$ cat config.mk
export PLATFORM = sky130hd
export DESIGN_NAME = bus_idle_pdown
export DESIGN_NICKNAME = d
export VERILOG_FILES = /design/src/rtl/bus_idle_pdown.sv
export SDC_FILE = /design/constraint.sdc
export NUM_CORES = 1
export LEC_CHECK = 0
export BUFFER_PORTS_ARGS = -buffer_cell sky130_fd_sc_hd__buf_2
export CORE_ASPECT_RATIO = 0.9
export CORE_UTILIZATION = 45
export DETAILED_ROUTE_END_ITERATION = 7
export GPL_TIMING_DRIVEN = 0
export PLACE_DENSITY = 0.84
export SYNTH_ARGS = -nofsm -noshare
export SYNTH_HDL_FRONTEND = slang
export SYNTH_SLANG_ARGS = --single-unit
$ cat constraint.sdc
create_clock -name clk -period 2.1 [get_ports clk]
set_input_delay 0.42 -clock clk [delete_from_list [all_inputs] [get_ports clk]]
set_output_delay 0.42 -clock clk [all_outputs]
set_load 0.005 [all_outputs]
$ cat src/rtl/bus_idle_pdown.sv
module bus_idle_pdown #(
  parameter int IDLE_CYCLES = 15,
  parameter int SYNC_STAGES = 2
) (
  input  logic       clk,
  input  logic       rst,
  input  logic       strobe_in,
  input  logic       cs_active,
  input  logic       reg_wr,
  input  logic       reg_sel,
  input  logic [7:0] reg_wdata,
  input  logic       flash_sel_in,
  input  logic       eeprom_sel_in,
  input  logic       sram_sel_in,
  input  logic       bus_en_in,
  input  logic [5:0] pla_in,
  output logic       pwr_down,
  output logic       flash_sel,
  output logic       eeprom_sel,
  output logic       sram_sel,
  output logic       bus_en,
  output logic [5:0] pla_out
);
  localparam int CW = $clog2(IDLE_CYCLES + 1);
  localparam logic [CW-1:0] TERM = CW'(IDLE_CYCLES);

  logic [7:0]          ctl_a, ctl_b;
  logic [SYNC_STAGES:0] smp;
  logic [CW-1:0]       idle_cnt;
  logic                chg, busy, en;
  logic [5:0]          blk_mask;

  always_ff @(posedge clk or posedge rst)
    if (rst) begin
      ctl_a <= '0;
      ctl_b <= '0;
    end else if (reg_wr) begin
      if (reg_sel) ctl_b <= reg_wdata;
      else         ctl_a <= reg_wdata;
    end

  always_ff @(posedge clk or posedge rst)
    if (rst) smp <= '0;
    else     smp <= {smp[SYNC_STAGES-1:0], strobe_in};

  assign chg  = smp[SYNC_STAGES] ^ smp[SYNC_STAGES-1];
  assign busy = chg | cs_active;
  assign en   = ctl_a[1];

  always_ff @(posedge clk or posedge rst)
    if (rst)                   idle_cnt <= '0;
    else if (!en || busy)      idle_cnt <= '0;
    else if (idle_cnt != TERM) idle_cnt <= idle_cnt + 1'b1;

  assign pwr_down   = (idle_cnt == TERM);
  assign flash_sel  = flash_sel_in  & ~pwr_down;
  assign eeprom_sel = eeprom_sel_in & ~pwr_down;
  assign sram_sel   = sram_sel_in   & ~pwr_down;
  assign bus_en     = bus_en_in     & ~pwr_down;

  assign blk_mask = {ctl_b[6:2], ctl_a[4]} & {6{pwr_down}};
  assign pla_out  = pla_in & ~blk_mask;
endmodule

==> reports/metrics.yaml <==
postSynthCellCount: 52
cp.arrival_ps: 1550
min_period_ps: 1970
yosysSeqAreaShare: 0.539
leakage_nw: 0.437
critPathKind: "register to primary output"
ctsHoldBuffers: 0
cts_tree: "built"
die_w_um: 42.0
irDropWorstVdd_mv: 0.444
grt_max_degree: 15
antenna_found_initial: 0
grt_pass1_wl_um: 1880
ff_latch_area_um2: 350
drive_gt1_frac: 0.523
numPortBuffers: 32
hpwl_um: 883
remaining_drc_errors: 0
finalHoldViolations: 0
final_cell_mix: "buf_2 (32), dfrtp_1 (14), a21boi_0 (6)"
final_common_cell: "buf_2"
max_cap_viol_count: 0
ys_ff_latch: 14
status: "finished, final reports clean"
clk_path_buf_depth: 2
synth_area_um2: 649
cts_setup_buffers: 0
wl_um: 1080
grt_pass1_vias: 466
fin_tns_setup_ps: 0
clkTransAtPathRegs_ps: 90
n_antenna_cell: 0
relSlewSlack: 0.660
worst_pin_slew_ps: 509
end_kind: "primary output"
drtAntennaViolNets: 0
placed_cell_area_um2: 827
vias: 509
period_share: 0.939
cts-root-buf: "clkbuf_4"
track_usage: 0.166
multi_input_area_um2: 287
power_density_nw_per_um2: 659
numPlacedInstances: 98
critPathMaxFanout: 8
fmax_mhz: 507
fillers: 102
first_pass_iters: 2
finalSetupViolCount: 0
wire_per_inst_um: 10.6
slew_violations: 0
ctsHtreeMaxLevel: 1
hold_path.class: "input pin to asynchronous set/reset pin"
fp.coreArea_um2: 1290
cts_sinks: 14
finalNetCount: 114
drt_iter0_drc: 4
grt_overflow_total: 0
design_area_um2: 863
ys_types: 20
fp.dieH_um: 38.0
syn_nets: 77
worst_clock_skew_ps: 6.87
clk_latency_ps: 280
rsz0062_at_grt: "no"
critPathLaunchType: "register"
yosys_warnings: 0
start_util: 0.503
dieArea_um2: 1600
fin_util: 0.669
vias_per_cell: 4.99
ios: 35
row_count: 12
instances_no_fill: 102
cts_inserted_buffers: 3
gp_congestion: 0.671
avgSynthCellArea_um2: 12.5
worst-endpoint-required_ps: 1680
area_delta_synth_final_pct: 32.9
post_cts_resized: 0
-- power by group --
group | switching [mW] | internal, mW
sequential | 0.0126 | 0.294
clock | 0.0865 | 0.106
combinational | 0.0271 | 0.0429
-- cell type report --
| class | instances | share of cell area |
|---|---|---|
| Multi-Input combinational cell | 36 | 0.332 |
| Timing Repair Buffer | 32 | 0.186 |
| Sequential cell | 14 | 0.406 |
| Tap cell | 14 | 0.0203 |
| Clock buffer | 4 | 0.0420 |
| Inverter | 2 | 0.0145 |
-- worst max-delay path, stage by stage (launching register included) --
cell and delay [ps]:
dfrtp_1 420, ha_1 280, nand3_4 140, clkinv_4 100
a21boi_0 190, buf_2 140
-- logic make-up after synthesis --
kind of cell,Yosys count,share of synthesized area
adders and majority gates,1,0.0193
DFF,14,0.540
muxes,7,0.121
AOI/OAI and AO/OA,8,0.0925
xor gates and xnor gates,2,0.0270
and+or+nand+nor,18,0.181
buffers and inverters,2,0.0193
-- synth_stat cells (all sizes together) --
library cell | instances | area share
a21boi | 6 | 0.069
a21oi | 1 | 0.013
a31oi | 1 | 0.0096
and2 | 4 | 0.046
clkinv | 1 | 0.013
dfrtp | 14 | 0.54
ha | 1 | 0.019
inv | 1 | 0.0058
mux2 | 7 | 0.12
nand2 | 4 | 0.035
nand3 | 2 | 0.035
nand3b | 1 | 0.012
nor2 | 3 | 0.017
nor2b | 1 | 0.0096
nor3 | 2 | 0.015
nor3b | 1 | 0.012
xnor2 | 2 | 0.027
-- sequential cells by signal, indices dropped and copies added, names as in the netlist --
name,count
ctl_b,5
idle_cnt,4
ctl_a,2
smp,3
-- metrics by stage --
step | total power, mW | worst slack, ps | hold slack, ps
3_3_place_gp | 0.380 | 464 | 335
3_5_place_dp | 0.384 | 434 | 353
6_report | 0.569 | 129 | 148
5_1_grt | 0.602 | 11.6 | 194
2_1_floorplan | 0.348 | 595 | 309
4_1_cts | 0.576 | 110 | 169
-- routing by layer --
layer	global-route usage	part of all wire	up-vias	routed length (µm)
li1	-	-	253	-
met1	0.168	0.44	222	479
met2	0.309	0.44	30	475
met3	0.0566	0.092	4	99
met4	0.0938	0.021	0	23
met5	0	0	-	0
-- final timing paths --
check	slack, ps	depth (start not counted)	from	endpoint
max reg2reg	930	5	idle_cnt[1]	idle_cnt[1]
max	130	5	idle_cnt[0]	pla_out[1]
max in group asynchronous	1600	2	rst	idle_cnt[2]
min in group clk	250	1	strobe_in	smp[0]
min	150	2	rst	ctl_a[4]
min reg2reg	370	0	smp[0]	smp[1]
Power figures use the tool's default switching activity.
